File: src/rtl/ext_irq_pkg.sv
package ext_irq_pkg;
  typedef struct packed {
    logic setLatch;
    logic clrLatch;
  } irqStrobes_t;
endpackage

File: src/rtl/ext_irq_dp.sv
module ext_irq_dp
  import ext_irq_pkg::*;
#(
  parameter int SYNC_STAGES = 2
) (
  input  logic        clk,
  input  logic        rstN,
  input  logic        pinN,
  input  irqStrobes_t strb,
  output logic        syncLevel,
  output logic        prevLevel,
  output logic        edgeLatch
);
  localparam int LAST = SYNC_STAGES - 1;

  logic [LAST:0] syncChain;

  always_ff @(posedge clk) begin
    if (!rstN) syncChain <= '1;
    else       syncChain <= {syncChain[LAST-1:0], pinN};
  end

  assign syncLevel = syncChain[LAST];

  always_ff @(posedge clk) begin
    if (!rstN) prevLevel <= 1'b1;
    else       prevLevel <= syncLevel;
  end

  always_ff @(posedge clk) begin
    if (!rstN)              edgeLatch <= 1'b0;
    else if (strb.setLatch) edgeLatch <= 1'b1;
    else if (strb.clrLatch) edgeLatch <= 1'b0;
  end

  AST_SET_STICKS: assert property (@(posedge clk) disable iff (!rstN)
    strb.setLatch |=> edgeLatch);
  AST_ACK_CLEARS: assert property (@(posedge clk) disable iff (!rstN)
    (strb.clrLatch && !strb.setLatch) |=> !edgeLatch);
  AST_LATCH_HOLDS: assert property (@(posedge clk) disable iff (!rstN)
    (edgeLatch && !strb.clrLatch) |=> edgeLatch);
  AST_RISE_NEEDS_FALL: assert property (@(posedge clk) disable iff (!rstN)
    $rose(edgeLatch) |-> ($past(prevLevel) && !$past(syncLevel)));
endmodule

File: src/rtl/ext_irq_ctl.sv
module ext_irq_ctl
  import ext_irq_pkg::*;
(
  input  logic        clk,
  input  logic        rstN,
  input  logic        syncLevel,
  input  logic        prevLevel,
  input  logic        edgeLatch,
  input  logic        levelMode,
  input  logic        instrDone,
  input  logic        maskBit,
  input  logic        intAck,
  output irqStrobes_t strb,
  output logic        irqPending,
  output logic        irqTake
);
  logic fallSeen;
  logic levelReq;

  always_comb begin
    fallSeen      = prevLevel & ~syncLevel;
    levelReq      = levelMode & ~syncLevel;
    strb.setLatch = fallSeen;
    strb.clrLatch = intAck;
    irqPending    = edgeLatch | levelReq;
    irqTake       = irqPending & instrDone & ~maskBit;
  end

  AST_EDGE_MODE_QUIET: assert property (@(posedge clk) disable iff (!rstN)
    (!levelMode && !edgeLatch) |-> !irqPending);
  AST_LEVEL_LOW_PENDS: assert property (@(posedge clk) disable iff (!rstN)
    (levelMode && !syncLevel) |-> irqPending);
endmodule

File: src/rtl/ext_irq_latch.sv
module ext_irq_latch
  import ext_irq_pkg::*;
#(
  parameter int SYNC_STAGES = 2
) (
  input  logic clk,
  input  logic rstN,
  input  logic irqPinN,
  input  logic levelMode,
  input  logic instrDone,
  input  logic maskBit,
  input  logic intAck,
  output logic irqPending,
  output logic irqTake
);
  irqStrobes_t strb;
  logic syncLevel;
  logic prevLevel;
  logic edgeLatch;

  ext_irq_dp #(.SYNC_STAGES(SYNC_STAGES)) u_dp (
    .clk(clk), .rstN(rstN), .pinN(irqPinN), .strb(strb),
    .syncLevel(syncLevel), .prevLevel(prevLevel), .edgeLatch(edgeLatch)
  );

  ext_irq_ctl u_ctl (
    .clk(clk), .rstN(rstN), .syncLevel(syncLevel), .prevLevel(prevLevel),
    .edgeLatch(edgeLatch), .levelMode(levelMode), .instrDone(instrDone),
    .maskBit(maskBit), .intAck(intAck), .strb(strb),
    .irqPending(irqPending), .irqTake(irqTake)
  );

  AST_TAKE_NEEDS_BOUNDARY: assert property (@(posedge clk) disable iff (!rstN)
    irqTake |-> (instrDone && !maskBit && irqPending));
endmodule

File: config.mk
export PLATFORM = sky130hd
export DESIGN_NAME = ext_irq_latch
export DESIGN_NICKNAME = d
export VERILOG_FILES = /design/src/rtl/ext_irq_pkg.sv /design/src/rtl/ext_irq_dp.sv /design/src/rtl/ext_irq_ctl.sv /design/src/rtl/ext_irq_latch.sv
export SDC_FILE = /design/constraint.sdc
export NUM_CORES = 1
export LEC_CHECK = 0
export CAP_MARGIN = 20
export CORE_AREA = 2 2 39 41
export DETAILED_ROUTE_END_ITERATION = 6
export DIE_AREA = 0 0 41 43
export GPL_TIMING_DRIVEN = 1
export PLACE_DENSITY_LB_ADDON = 0.15
export SYNTH_ARGS = -nofsm -noshare
export SYNTH_HDL_FRONTEND = slang
export SYNTH_HIERARCHICAL = 1
export SYNTH_SLANG_ARGS = --single-unit
File: constraint.sdc
create_clock -name clk -period 0.93 [get_ports clk]
set_clock_uncertainty 0.2 [all_clocks]
set_input_delay 0.093 -clock clk [delete_from_list [all_inputs] [get_ports clk]]
set_output_delay 0.093 -clock clk [all_outputs]
set_load 0.02 [all_outputs]
# --- Word-level counts from Yosys, hierarchy flattened ---
# Cells that the tools add are included.
# Widths: inputs -> output; s select.
word_totals:
  register_bits: 4
  output_inout_bits: 2
  word_cells: 13
op_classes:
  mux: 2
  bitwise_logic: 7
  reduce_logical: 1
ops:
  columns: ["cell", "n"]
  rows:
  - ["$and 1x1->1", 4]
  - ["$mux 1", 2]
  - ["$not 1->1", 2]
  - ["$reduce_bool 2->1", 1]
  - ["$or 1x1->1", 1]

# --- Logic depth before layout (Yosys ltp) ---
# Gate-level depths: netlist of the first run.
depth:
  depth_word: 5
  mapped_depth: 3
  ltp_nobuf: 2

# --- Cells and area by module ---
# The synthesis of the first run kept the hierarchy.
modules_own_cells:
  columns: ["mod", "n_inst", "cells_each", "area_per_inst_um2"]
  rows:
  - ["ext_irq_dp", 1, 9, 120.1]
  - ["ext_irq_ctl", 1, 7, 47.5]

# --- Worst setup path before layout of the first run ---
# OpenSTA, ideal clock, no wires.
synth_path:
  path_kind: "reg-to-reg"
  from: "register u_dp.prevLevel"
  to: "register u_dp.edgeLatch"
  setup_ns: 0.115
  arrival_ns: 0.658
  required_ns: 0.615
  path_slack_ns: -0.043
  stages_incl_launch_ff: 4
  path_buffers: 1
  period_less_slack_ns: 0.973
  cell_sequence: "dfxtp_1 > nor2b_1 > buf_4 > o21a_1"
synth_via:
  elab_chain_len: 2
synth_lines:
  columns: ["element", "line_no", "source"]
  rows:
  - ["start: declaration", "ext_irq_dp.sv:11", "output logic prevLevel,"]
  - ["start signal: assignment", "ext_irq_dp.sv:27", "else prevLevel <= syncLevel;"]
  - ["$and 1x1->1 *", "ext_irq_ctl.sv:21", "fallSeen = prevLevel & ~syncLevel;"]
  - ["net u_ctl.fallSeen", "ext_irq_ctl.sv:17", "logic fallSeen;"]
  - ["$mux 1 or $reduce_bool 2->1 (tied branches)", null, null]
  - ["end signal: assignment", "ext_irq_dp.sv:31", "if (!rstN) edgeLatch <= 1'b0;"]
  - ["end signal: assignment", "ext_irq_dp.sv:32", "else if (strb.setLatch) edgeLatch <= 1'b1;"]
  - ["end signal: assignment", "ext_irq_dp.sv:33", "else if (strb.clrLatch) edgeLatch <= 1'b0;"]
  - ["end: declaration", "ext_irq_dp.sv:12", "output logic edgeLatch"]
# The timed path passes the listed nets; every way through them passes the cells marked *.
# A chain may end at the register's enable or synchronous reset.

# --- Worst setup path after layout of the first run ---
layout_path:
  from: "register u_dp.syncChain[1]"
  to: "output irqPending"
layout_via:
  elab_chain_len: 3
layout_lines:
  columns: ["element", "line_no", "source"]
  rows:
  - ["start: declaration", "ext_irq_dp.sv:16", "logic [LAST:0] syncChain;"]
  - ["start signal: assignment", "ext_irq_dp.sv:20", "else syncChain <= {syncChain[LAST-1:0], pinN};"]
  - ["$not 1->1", "ext_irq_ctl.sv:22", "levelReq = levelMode & ~syncLevel;"]
  - ["$and 1x1->1", "ext_irq_ctl.sv:22", null]
  - ["$or 1x1->1", "ext_irq_ctl.sv:25", "irqPending = edgeLatch | levelReq;"]
  - ["end: declaration", "ext_irq_latch.sv:13", "output logic irqPending,"]
# Every way passes these cells.

==> impl_metrics.yaml, run 1 <==
status:
  result_of_the_run: "finished with violations"
  failed_checks: "negative setup slack"
floorplanning:
  start_util: 0.121
  die_h_microns: 43
  num_rows: 14
  io_pins: 9
  die_width_microns: 41
  core_sq_um: 1380
  die_area_sq_um: 1760
sta:
  timing.final.crit_period_ns: 1.24
  final.hold.worst_slack_ns: 0.201
  finalHoldViolations: 0
  setup_tns_ns: -0.655
  max_clock_freq_ghz: 0.803
  finalMaxSlewViolations: 0
  timing.final.setup_violations: 3
  slew_headroom: 0.888
  rsz0062_at_grt: "true"
  post-route-period-util: 1.34
  post-route-worst-setup-slack_ns: -0.315
  tightestPinTransition_ns: 0.167
cts:
  worstSkewPairLatency_ns: 0.23
  cts.reportedPaths.clkPinSlew_ns: 0.03
  cts_tree: "built"
  clock-sinks: 4
  hold_fix_buffer_count_after_cts: 0
  ctsLongestPathBuffers: 2
  numCtsBuffers: 3
  cts-root-buf: "clkbuf_4"
  count_of_h_tree_levels_built_during_cts: 1
routing:
  detail_route.vias_per_cell: 3.52
  wl_per_cell_microns: 8.40
  detail_route.first_pass.iterations: 4
  route.detailed.drc: 0
  detail_route.wirelength.met1_microns: 98
  routed-wl-met3_microns: 54
  drt_wl_total_microns: 353
  dr_total_vias: 148
  ant_nets_after_route: 0
  wl_met2_microns: 200
  top_signal_layer_used: "met3"
  dr.first_iter.drc_count: 4
layout:
  layoutNonFillerInstCount: 42
  drive_gt1_frac: 0.346
  number_of_fill_cells: 157
  antenna_diode_count: 0
  nets: 35
  area.growth.synth_to_final_pct: 74.6
logic_synthesis:
  synth-seq-cells: 4
  synthTopCellsByCount: "4 x dfxtp_1, 3 x nand2b_1, 2 x buf_4, 2 x nor2b_1"
  postSynth.asyncResetShare: 0
  synth_seq_area_share: 0.478
  synth.mux.area_fraction: 0
  synth_top_cell_by_area: "dfxtp_1"
  dominant_cells_by_area_after_synthesis: "dfxtp_1 48%, nand2b_1 11%, buf_4 9.0%"
  synth_fa_ha_area_frac: 0
  synth_top_area_frac: 0.478
  synth.avg_cell_area_sq_um: 10.5
  combinational_family_with_the_most_area_after_synthesis: "simple AND/OR/NAND/NOR gates"
  synth_fp_nets: 23
  yosysMostFrequentCell: "dfxtp_1"
  number_of_flops_mapped_to_enable_cells_by_yosys: 0
  yosys_warnings: 6
  synth_compound_area_frac: 0.104
  synthXorXnorAreaFrac: 0
  ys_dominant_reg_cell: "dfxtp_1"
  synth_cells: 16
  mappedNetlistArea_sq_um: 168
  simple_gate_share_of_the_synthesized_area: 0.306
  post_synth_num_cell_types: 9
critical_path:
  critical_path.max_fanout: 2
  crit_path_start: "u_dp/syncChain[1]"
  crit_chain: "nor2b_4 -> or2_1 -> buf_6"
  worstReg2RegEnd: "u_dp/edgeLatch"
  regToRegStartpoint: "u_dp/syncChain[1]"
  setup.worst_path.end: "irqPending"
  worst_setup_path_end_kind: "output pin"
  critPathLaunchType: "flip-flop"
  critPathArrivalTime_ns: 0.95
  cp_slowest_stage_delay_ns: 0.34
  path_class: "flip-flop to output pin"
  required_ns: 0.64
  slowest_cell_on_the_critical_path: "dfxtp_2"
  r2r_setup_slk_ns: -0.03
  r2r.worst_path.cells: 3
  worstSetupPathDepth: 3
  critPathBufInv: 1
  critical-path-top-delay-family: "flip-flops"
global_route:
  grt_first_pass_wirelength_microns: 586
  global_route.overflow_total: 0
  groute.usage.overall: 0.0552
  grt_start_max_net_pins: 5
  grt_antenna_before_repair: 0
  grt_pass1_vias: 159
placement:
  routability_cong: 0.541
  placement.io_buffers: 8
  inst_count_dp: 38
  dp_hpwl_microns: 242
  pre_cts_slack_ns: -0.814
power_and_ir_drop:
  power_frac_comb: 0.130
  power.leakage_nw: 0.132
  internal_power_mw: 0.363
  power.net_switching_mw: 0.0838
  sequentialPowerShare: 0.410
  irDropWorstVdd_v: 0.000495
  cellPowerDensity_nw_per_um2: 1530
  clock_power_share: 0.461
  total_power_mw: 0.447
  power_switching_share: 0.187
hold_path:
  hold_path_class: "flip-flop to flip-flop"
run:
  max_cap_violations: 0
## worst min-delay path by stage
stage / from / endpoint / slack, ns / cells after the start
6_report: u_dp/syncChain[0] / u_dp/syncChain[1] / 0.20 / 1
5_1_grt: u_dp/syncChain[0] / u_dp/syncChain[1] / 0.23 / 1
4_1_cts: u_dp/syncChain[0] / u_dp/syncChain[1] / 0.21 / 1
3_5_place_dp: u_dp/syncChain[0] / u_dp/syncChain[1] / 0.20 / 1
3_3_place_gp: u_dp/syncChain[0] / u_dp/syncChain[1] / 0.19 / 1
2_1_floorplan: rstN / u_dp/syncChain[1] / -0.03 / 1
## state kept, by name, summed over array words and instances (netlist names)
name            count
u_dp/edgeLatch      1
u_dp/prevLevel      1
u_dp/syncChain      2
## metrics by stage
step / utilization / instance area [sq um]
final: 0.212 / 293
after global routing: 0.212 / 293
after CTS: 0.212 / 293
after detailed placement: 0.183 / 253
after global placement: 0.183 / 253
after floorplan: - / 168
## cell usage in the layout (no fill, tap or decap)
| master | n |
|---|---|
| o211a_1 | 1 |
| or2_1 | 1 |
| inv_1 | 1 |
| clkbuf_4 | 3 |
| dfxtp_2 | 1 |
| clkdlybuf4s50_1 | 5 |
| dfxtp_1 | 3 |
| o21a_1 | 1 |
| nand2b_1 | 3 |
| buf_4 | 1 |
| nor2b_4 | 2 |
| nor2b_1 | 1 |
| buf_6 | 2 |
| dlygate4sd2_1 | 1 |
## kinds of logic after synthesis
| logic type | Yosys count |
|---|---|
| buf+inv | 3 |
| simple gates | 7 |
| compound gates | 2 |
| flops | 4 |
## layout make-up
cell class	count	area [sq um]	area share
clock buffer	3	22.5	0.0769
inverter	1	3.75	0.0128
multi-input combinational	9	76.3	0.261
sequential	4	81.3	0.278
tap	16	20.0	0.0684
timing repair buffer	9	88.8	0.303
## layer usage
| metal | global-route usage | up-vias |
|---|---|---|
| li1 | - | 69 |
| met1 | 0.0386 | 69 |
| met2 | 0.0875 | 10 |
| met3 | 0.0471 | 0 |
| met4 | 0.0400 | 0 |
| met5 | 0 | - |
## power groups by stage
stage / clock [mW] / combinational, mW / sequential (mW)
after floorplan: 0 / 0.0236 / 0.184
after global placement: 0 / 0.0516 / 0.185
after detailed placement: 0 / 0.0523 / 0.185
after CTS: 0.220 / 0.0579 / 0.183
after global routing: 0.237 / 0.0625 / 0.184
final: 0.206 / 0.0579 / 0.183
## timing repair
action | in CTS | in global routing
setup buffers | 1 | 0
pin swaps | 1 | 1
gates resized for setup | 16 | 0
setup endpoints to repair | 2 | 3
Note: power is estimated with default switching activity, not from simulation.
==> run 2: changes to the inputs <==
- PLACE_DENSITY: default -> 0.33
- PLACE_DENSITY_LB_ADDON: 0.15 -> default
==> run 2 against run 1 <==
Against the previous run:
- cell count stayed put
- the flow still finishes with violations (negative setup slack)
- critical path type unchanged
- flip-flop and latch count unchanged
- via count is 6.8% lower
- global-route usage decreased by 0.41 points
- worst setup slack worse by 0.0088 ns
- register-to-register slack about the same
- design area grew 0.43%
- sequential share of layout area fell by 0.12 points
- maximum frequency shrank 0.70%
==> impl_metrics.yaml, run 2 (synthesis gave the netlist of run 1 again) <==
routing:
  detail_route.vias_per_cell: 3.29
  top_signal_layer_used: "met3"
  detail_route.wirelength.met1_microns: 128
  routed-wl-met3_microns: 57
  route.detailed.drc: 0
  ant_nets_after_route: 0
  detail_route.first_pass.iterations: 1
  dr.first_iter.drc_count: 0
  wl_met2_microns: 137
  dr_total_vias: 138
  wl_per_cell_microns: 7.69
  drt_wl_total_microns: 323
floorplanning:
  start_util: 0.121
  die_area_sq_um: 1760
  num_rows: 14
  io_pins: 9
  die_h_microns: 43
  core_sq_um: 1380
  die_width_microns: 41
cts:
  numCtsBuffers: 3
  clock-sinks: 4
  worstSkewPairLatency_ns: 0.23
  cts_tree: "built"
  count_of_h_tree_levels_built_during_cts: 1
  ctsLongestPathBuffers: 2
  cts-root-buf: "clkbuf_4"
  cts.reportedPaths.clkPinSlew_ns: 0.04
  hold_fix_buffer_count_after_cts: 0
global_route:
  groute.usage.overall: 0.0511
  grt_antenna_before_repair: 0
  grt_pass1_vias: 144
  grt_first_pass_wirelength_microns: 489
  global_route.overflow_total: 0
  grt_start_max_net_pins: 5
power_and_ir_drop:
  power_switching_share: 0.195
  cellPowerDensity_nw_per_um2: 1540
  clock_power_share: 0.467
  internal_power_mw: 0.365
  sequentialPowerShare: 0.404
  power.leakage_nw: 0.131
  irDropWorstVdd_v: 0.000704
  total_power_mw: 0.454
  power_frac_comb: 0.128
  power.net_switching_mw: 0.0886
critical_path:
  critPathArrivalTime_ns: 0.96
  regToRegStartpoint: "u_dp/syncChain[1]"
  slowest_cell_on_the_critical_path: "dfxtp_2"
  crit_chain: "nor2b_4 -> or2_1 -> buf_6"
  critical_path.max_fanout: 2
  critical-path-top-delay-family: "flip-flops"
  r2r.worst_path.cells: 3
  critPathBufInv: 1
  critPathLaunchType: "flip-flop"
  crit_path_start: "u_dp/syncChain[1]"
  worst_setup_path_end_kind: "output pin"
  cp_slowest_stage_delay_ns: 0.34
  worstSetupPathDepth: 3
  required_ns: 0.64
  path_class: "flip-flop to output pin"
layout:
  most-common-layout-cells: "6 x clkdlybuf4s50_1, 3 x clkbuf_4, 3 x nand2b_1, 3 x dfxtp_1"
  largest_register_ff_count: 2
  commonest_non_fill_non_tap_cell_in_the_layout: "clkdlybuf4s50_1"
  area.growth.synth_to_final_pct: 75.4
  antenna_diode_count: 0
  register_with_the_most_flip_flops: "u_dp/syncChain"
  layoutNonFillerInstCount: 42
  nets: 35
  drive_gt1_frac: 0.346
  biggestRegsByFlops: "u_dp/syncChain: 2 flops, u_dp/edgeLatch: 1 flops, u_dp/prevLevel: 1 flops"
  number_of_fill_cells: 156
hold_path:
  min_delay_path_depth: 1
  hold_path_class: "flip-flop to flip-flop"
  hold_start: "u_dp/syncChain[0]"
sta:
  rsz0062_at_grt: "true"
  post-route-worst-setup-slack_ns: -0.324
  max_clock_freq_ghz: 0.798
  timing.final.crit_period_ns: 1.25
  tightestPinTransition_ns: 0.144
  post-route-period-util: 1.35
  slew_headroom: 0.903
  timing.final.setup_violations: 3
  finalMaxSlewViolations: 0
  finalHoldViolations: 0
  final.hold.worst_slack_ns: 0.213
placement:
  routability_cong: 0.523
  pre_cts_slack_ns: -0.800
  inst_count_dp: 38
  placement.io_buffers: 8
status:
  failed_checks: "negative setup slack"
  result_of_the_run: "finished with violations"
run:
  max_cap_violations: 0
## run 2: area by class of cell
type / count / area, sq um / area share
repair buffers: 9 / 90.1 / 0.306
flip-flops and latches: 4 / 81.3 / 0.277
multi-input cells: 9 / 76.3 / 0.260
clock buffers: 3 / 22.5 / 0.0766
well taps: 16 / 20.0 / 0.0681
inverters: 1 / 3.75 / 0.0128
## run 2: stage by stage
step | setup TNS, ns | instance area [sq um] | util
after floorplan | -0.0448 | 168 | -
after global placement | -1.98 | 253 | 0.183
after detailed placement | -2.02 | 253 | 0.183
after CTS | -0.701 | 294 | 0.212
after global routing | -0.779 | 294 | 0.212
final | -0.668 | 294 | 0.212
## run 2: worst paths after layout
| check | to | slack (ns) |
|---|---|---|
| setup reg to reg | u_dp/edgeLatch | -0.03 |
| setup / recovery | irqPending | -0.32 |
| hold reg to reg | u_dp/syncChain[1] | 0.21 |
| hold / removal | u_dp/syncChain[1] | 0.21 |
## run 2: per-layer routing
metal,up-vias,global-route usage
met5,-,0
met1,59,0.0319
met3,0,0.0628
met4,0,0.0600
met2,11,0.0625
li1,68,-
## run 2: power by group through the flow
| stage | clock, mW | combinational, mW | sequential [mW] |
|---|---|---|---|
| after floorplan | 0 | 0.0236 | 0.184 |
| after global routing | 0.248 | 0.0630 | 0.184 |
| after global placement | 0 | 0.0517 | 0.185 |
| after CTS | 0.224 | 0.0587 | 0.183 |
| final | 0.212 | 0.0582 | 0.183 |
| after detailed placement | 0 | 0.0521 | 0.185 |
## run 2: timing repair
item,4_1_cts,5_1_grt
gates resized for setup,15,0
setup endpoints to repair,2,3
buffers inserted,1,0
gates cloned,0,0
pin swaps,0,0
